**src/rtl/sdiv_pkg.sv**
```systemverilog
package sdiv_pkg;

  localparam int unsigned N_W     = 3;
  localparam int unsigned M_W     = 4;
  localparam int unsigned FIELD_W = N_W + M_W;
  localparam int unsigned P2_W    = 7;   // wide enough for 2^7 - 1
  localparam int unsigned DEC_DIV = 5;   // the /10 is /5 here and /2 in the toggle flop

  typedef struct packed {
    logic [M_W-1:0] m;   // bits [6:3]
    logic [N_W-1:0] n;   // bits [2:0]
  } sdiv_field_t;

  // Last count of the power-of-two stage: 2^n - 1.
  function automatic logic [P2_W-1:0] pow2_last(input logic [N_W-1:0] n);
    logic [P2_W:0] one_hot;
    one_hot = (P2_W+1)'(1) << n;
    return P2_W'(one_hot - (P2_W+1)'(1));
  endfunction

  // Divisor of the final stage: M plus the instance offset.
  function automatic int unsigned div_of(input logic [M_W-1:0] m, input int unsigned off);
    return 32'(m) + off;
  endfunction

endpackage

```
**src/rtl/sdiv_stage.sv**
```systemverilog
module sdiv_stage #(
  parameter int unsigned W = 4
) (
  input  logic         clk,
  input  logic         rst_n,
  input  logic         clr,
  input  logic         en,
  input  logic [W-1:0] last,
  output logic         wrap
);

  logic [W-1:0] cnt;

  assign wrap = en && (cnt == last);

  always_ff @(posedge clk) begin
    if (!rst_n)      cnt <= '0;
    else if (clr)    cnt <= '0;
    else if (en)     cnt <= wrap ? '0 : cnt + W'(1);
  end

endmodule

```
**src/rtl/sdiv_field.sv**
```systemverilog
module sdiv_field
  import sdiv_pkg::*;
#(
  parameter int unsigned M_OFFSET = 1
) (
  input  logic               clk,
  input  logic               rst_n,
  input  logic               wr_en,
  input  logic [FIELD_W-1:0] wr_data,
  input  logic               term_evt,
  output sdiv_field_t        field_o,
  output sdiv_field_t        act_o,
  output logic               act_zero_o,
  output logic               new_zero_o
);

  sdiv_field_t field_q, act_q;
  logic        load;

  assign act_zero_o = (div_of(act_q.m, M_OFFSET) == 0);
  assign new_zero_o = (div_of(field_q.m, M_OFFSET) == 0);
  // The active copy is taken over at a half-period boundary, or at once when parked.
  assign load       = term_evt || act_zero_o;

  always_ff @(posedge clk) begin
    if (!rst_n)     field_q <= '0;
    else if (wr_en) field_q <= sdiv_field_t'(wr_data);
  end

  always_ff @(posedge clk) begin
    if (!rst_n)    act_q <= '0;
    else if (load) act_q <= field_q;
  end

  assign field_o = field_q;
  assign act_o   = act_q;

endmodule

```
**src/rtl/serial_clk_divider.sv**
```systemverilog
module serial_clk_divider
  import sdiv_pkg::*;
#(
  parameter int unsigned PRE_DIV  = 2,
  parameter int unsigned M_OFFSET = 1
) (
  input  logic               clk,
  input  logic               rst_n,
  input  logic               cfg_wr_en,
  input  logic [FIELD_W-1:0] cfg_wr_data,
  output logic [FIELD_W-1:0] cfg_rd_data,
  output logic               sclk_o,
  output logic               tick_o
);

  localparam int unsigned DIV_MAX = (1 << M_W) - 1 + M_OFFSET;
  localparam int unsigned DIV_W   = (DIV_MAX > 1) ? $clog2(DIV_MAX + 1) : 1;
  localparam int unsigned PRE_W   = (PRE_DIV > 1) ? $clog2(PRE_DIV) : 1;

  sdiv_field_t        field, act;
  logic               act_zero, new_zero;
  logic [FIELD_W-1:0] act_cfg;
  logic               pre_tick, dec_tick, p2_tick, fin_tick;
  logic               term_evt;
  logic [P2_W-1:0]    p2_last;
  logic [DIV_W-1:0]   fin_last;
  logic               sclk_q, tick_q;

  sdiv_field #(.M_OFFSET(M_OFFSET)) u_field (
    .clk        (clk),
    .rst_n      (rst_n),
    .wr_en      (cfg_wr_en),
    .wr_data    (cfg_wr_data),
    .term_evt   (term_evt),
    .field_o    (field),
    .act_o      (act),
    .act_zero_o (act_zero),
    .new_zero_o (new_zero)
  );

  assign act_cfg  = act;
  assign p2_last  = pow2_last(act.n);
  assign fin_last = DIV_W'(div_of(act.m, M_OFFSET) - 32'd1);

  generate
    if (PRE_DIV > 1) begin : g_pre
      sdiv_stage #(.W(PRE_W)) u_pre (
        .clk(clk), .rst_n(rst_n), .clr(act_zero), .en(!act_zero),
        .last(PRE_W'(PRE_DIV - 1)), .wrap(pre_tick)
      );
    end else begin : g_no_pre
      assign pre_tick = !act_zero;
    end
  endgenerate

  sdiv_stage #(.W(3)) u_dec (
    .clk(clk), .rst_n(rst_n), .clr(act_zero), .en(pre_tick),
    .last(3'(DEC_DIV - 1)), .wrap(dec_tick)
  );

  sdiv_stage #(.W(P2_W)) u_p2 (
    .clk(clk), .rst_n(rst_n), .clr(act_zero), .en(dec_tick),
    .last(p2_last), .wrap(p2_tick)
  );

  sdiv_stage #(.W(DIV_W)) u_fin (
    .clk(clk), .rst_n(rst_n), .clr(act_zero), .en(p2_tick),
    .last(fin_last), .wrap(fin_tick)
  );

  // End of a half period: every counter wraps to zero together here.
  assign term_evt = fin_tick && !act_zero;

  always_ff @(posedge clk) begin
    if (!rst_n) begin
      sclk_q <= 1'b0;
      tick_q <= 1'b0;
    end else begin
      tick_q <= term_evt && !sclk_q && !new_zero;
      if (term_evt) sclk_q <= new_zero ? 1'b0 : !sclk_q;
    end
  end

  assign cfg_rd_data = field;
  assign sclk_o      = sclk_q;
  assign tick_o      = tick_q;

endmodule

```
**config.mk**
```make
export PLATFORM = sky130hd
export DESIGN_NAME = serial_clk_divider
export DESIGN_NICKNAME = d
export VERILOG_FILES = /design/src/rtl/sdiv_pkg.sv /design/src/rtl/sdiv_stage.sv /design/src/rtl/sdiv_field.sv /design/src/rtl/serial_clk_divider.sv
export SDC_FILE = /design/constraint.sdc
export NUM_CORES = 1
export LEC_CHECK = 0
export ABC_AREA = 1
export BUFFER_PORTS_ARGS = -buffer_cell sky130_fd_sc_hd__buf_4
export CAP_MARGIN = 15
export CORE_MARGIN = 2
export CORE_UTILIZATION = 52
export CTS_CLUSTER_SIZE = 25
export DETAILED_ROUTE_END_ITERATION = 8
export PLACE_DENSITY = 0.8
export SLEW_MARGIN = 20
export SYNTH_ARGS = -nofsm -noshare
export SYNTH_HDL_FRONTEND = slang
export SYNTH_HIERARCHICAL = 1
export SYNTH_SLANG_ARGS = --single-unit
```
**constraint.sdc**
```tcl
create_clock -name clk -period 2.5 [get_ports clk]
set_input_delay 0.375 -clock clk [delete_from_list [all_inputs] [get_ports clk]]
set_output_delay 0.375 -clock clk [all_outputs]
set_load 0.01 [all_outputs]
```
==> flow_metrics.py <==
metrics = {
    "floorplan": {
        "ioPinCount": 19,
        "die_w_um": 63.9,
        "core_sq_um": 3390,
        "start_util": 0.550,
        "die_h_um": 63.9,
        "rows": 21,
        "die-area_sq_um": 4080,
    },
    "yosys": {
        "yosys.cell_count.top_type": "nand2_1",
        "synthTopCellsByCount": "100 x nand2_1, 61 x inv_1, 53 x nor2_1, 32 x dfxtp_1, 8 x nand3_1",
        "ys.warnings.count": 6,
        "yosys.area.top_type": "dfxtp_1",
        "synth_area_leaders": "dfxtp_1 34%, nand2_1 20%, inv_1 12%, nor2_1 11%, nor2_2 2.3%",
        "synth_edf_count": 0,
        "synth_area_sq_um": 1870,
        "syn_area_per_cell_sq_um": 6.08,
        "synth-seq-cells": 32,
        "ys.flop_type": "dfxtp_1",
        "yosysSeqAreaShare": 0.343,
        "netlist_instances": 307,
        "synth.distinct_cells": 25,
        "yosys.area.top_type_share": 0.343,
        "async_reset_ff_frac": 0,
    },
    "drt": {
        "drc": 0,
        "post_drt_via_cell_ratio": 4.36,
        "drtAntennaViolNets": 0,
        "wirelength_um": 3270,
        "vias": 1696,
        "firstDrtPassIters": 4,
        "wl_per_cell_um": 8.40,
        "drtIter0Drc": 74,
    },
    "critical_path": {
        "crit_type": "reg -> reg",
        "r2r_cells": 24,
        "cp.arrival_ns": 2.43,
        "startpoint_type": "flip-flop",
        "cp-end-kind": "flip-flop",
        "r2r_end": "u_field/act_o[6]",
        "crit_path_max_fanout": 8,
        "regToRegSetupSlack_ns": 0.31,
        "rr_startpoint": "g_pre.u_pre/cnt",
        "critPathRequiredTime_ns": 2.73,
    },
    "place": {
        "place_hpwl_um": 2430,
        "gp_congestion": 0.844,
        "io_buffers": 18,
    },
    "global_routing": {
        "grt_max_degree": 21,
        "antenna_found_initial": 0,
        "grt-ovfl-total": 0,
        "grt_pass1_vias": 1486,
        "track_usage": 0.184,
        "grt_pass1_wl_um": 6000,
    },
    "run_status": {
        "status": "complete, no violations",
    },
    "clock_tree": {
        "clock-sinks": 32,
        "cts-buffers-inserted": 5,
        "clock_latency_ns": 0.33,
        "ctsRootBufferMaster": "clkbuf_4",
        "clkSlewWorstSetupHoldPaths_ns": 0.10,
        "cts_max_level": 2,
        "clock_path_buffers": 2,
        "cts_tree": "done",
    },
    "timing": {
        "drv_slew": 0,
        "holdWs_ns": 0.329,
        "min_period_ns": 2.19,
        "finClkSkew_ns": 0.00399,
        "rsz0062_at_grt": "false",
        "max_freq_ghz": 0.456,
        "fin_tns_setup_ns": 0,
        "finalSetupViolCount": 0,
        "hold_viol": 0,
        "post-route-period-util": 0.878,
    },
    "finish": {
        "layout-drive-gt1-share": 0.181,
        "diodes": 0,
        "final_nets": 355,
        "synthToLayoutAreaGrowth_pct": 17.6,
    },
    "pwr": {
        "p_total_uw": 948,
        "p_per_area_nw_per_um2": 432,
        "leakage_nw": 1.09,
        "peakVddDrop_v": 0.000343,
    },
    "worst_hold_path": {
        "holdPathStages": 5,
        "worstHoldStart": "cfg_wr_data[0]",
        "hold_path.class": "in -> reg",
        "min_to": "u_field/field_o[0]",
    },
    "job": {
        "maxCapViolCount": 0,
    },
}
==> power by group <==
| group | leakage, nW | total [mW] | internal, mW | switching [mW] |
|---|---|---|---|---|
| Combinational | 0.793 | 0.109 | 0.0471 | 0.0617 |
| Clock | 0.0380 | 0.308 | 0.134 | 0.175 |
| Sequential | 0.260 | 0.531 | 0.521 | 0.00954 |
| Total | 1.09 | 0.948 | 0.702 | 0.246 |
==> sequential cells by signal, indices dropped and copies added, names as in the netlist <==
register,count
u_field/act_o,7
u_field/field_o,7
u_p2/cnt,7
u_fin/cnt,5
u_dec/cnt,3
g_pre.u_pre/cnt,1
sclk_o,1
tick_o,1
==> cell families after synthesis <==
logic type,after synthesis,share of synthesized area
other,3,0.00604
adders and majority gates,3,0.0201
AOI/OAI and AO/OA,14,0.0449
DFF,32,0.343
xor gates and xnor gates,3,0.0141
buffers and inverters,70,0.157
and+or+nand+nor,182,0.414
==> worst max-delay path, stage by stage (launching register included) <==
cell and delay [ns]:
dfxtp_2 0.34, inv_2 0.04, nand2_1 0.05, nand2_1 0.05, nor2_2 0.11, nand2_1 0.07, nor2_2 0.09, nand2_2 0.06
inv_2 0.07, inv_2 0.06, o21ai_2 0.10, nand2_1 0.06, nor2_2 0.11, nand2_2 0.07, inv_2 0.06, nand2_1 0.06
nor2_2 0.08, nand3_2 0.08, inv_2 0.06, inv_1 0.05, nor2_4 0.16, buf_12 0.13, nand2_1 0.06, nand2_1 0.05
nor2_1 0.04
==> layer usage <==
layer,vias up,track usage,wire length [um]
met5,-,0,0
met4,0,0.0870,66
met3,7,0.0475,151
met2,33,0.299,1400
met1,708,0.224,1650
li1,948,-,-
==> layout make-up <==
cell class / count / area, sq um
sequential: 32 / 642
timing repair buffer: 25 / 218
multi-input combinational: 214 / 976
inverter: 64 / 240
fill: 311 / 1190
tap: 46 / 57.6
clock buffer: 6 / 51.3
clock inverter: 2 / 10.0
==> worst max path at each step <==
stage                    startpoint               end  slack, ns  cells past startpoint
floorplan           g_pre.u_pre/cnt  u_field/act_o[1]       0.02                     24
global placement    g_pre.u_pre/cnt  u_field/act_o[4]       0.24                     23
detailed placement  g_pre.u_pre/cnt  u_field/act_o[5]       0.16                     23
CTS                 g_pre.u_pre/cnt  u_field/act_o[6]       0.11                     23
global route        g_pre.u_pre/cnt  u_field/act_o[2]       0.03                     24
finish              g_pre.u_pre/cnt  u_field/act_o[6]       0.31                     24
==> placed cells by master, fill, tap and decap left out, drive strengths merged, types with 2 or more instances in the layout <==
cell | netlist | routed
inv | 64 | 64
clkinv | 0 | 2
nand2 | 104 | 104
conb | 3 | 12
xor2 | 2 | 2
ha | 3 | 3
clkbuf | 1 | 7
dfxtp | 32 | 32
nand4 | 3 | 3
o21ai | 7 | 7
nand3 | 11 | 11
nor3 | 3 | 3
a21oi | 6 | 6
nor2 | 61 | 61
buf | 5 | 24
==> through the flow <==
| stage | setup slack (ns) | cells | utilization | area [sq um] |
|---|---|---|---|---|
| after floorplan | 0.0202 | 316 | - | 1900 |
| after global placement | 0.238 | 379 | 0.614 | 2080 |
| after detailed placement | 0.157 | 379 | 0.614 | 2080 |
| after CTS | 0.114 | 387 | 0.632 | 2140 |
| after global routing | 0.0275 | 389 | 0.647 | 2190 |
| final | 0.306 | 389 | 0.647 | 2190 |
==> repair_timing <==
action / 4_1_cts / 5_1_grt
resized for setup: 0 / 5
hold buffers: 0 / 0
setup buffers: 0 / 1
setup endpoints to repair: 0 / 9
hold endpoints to repair: 0 / 0
Note: power is estimated with default switching activity, not from simulation.
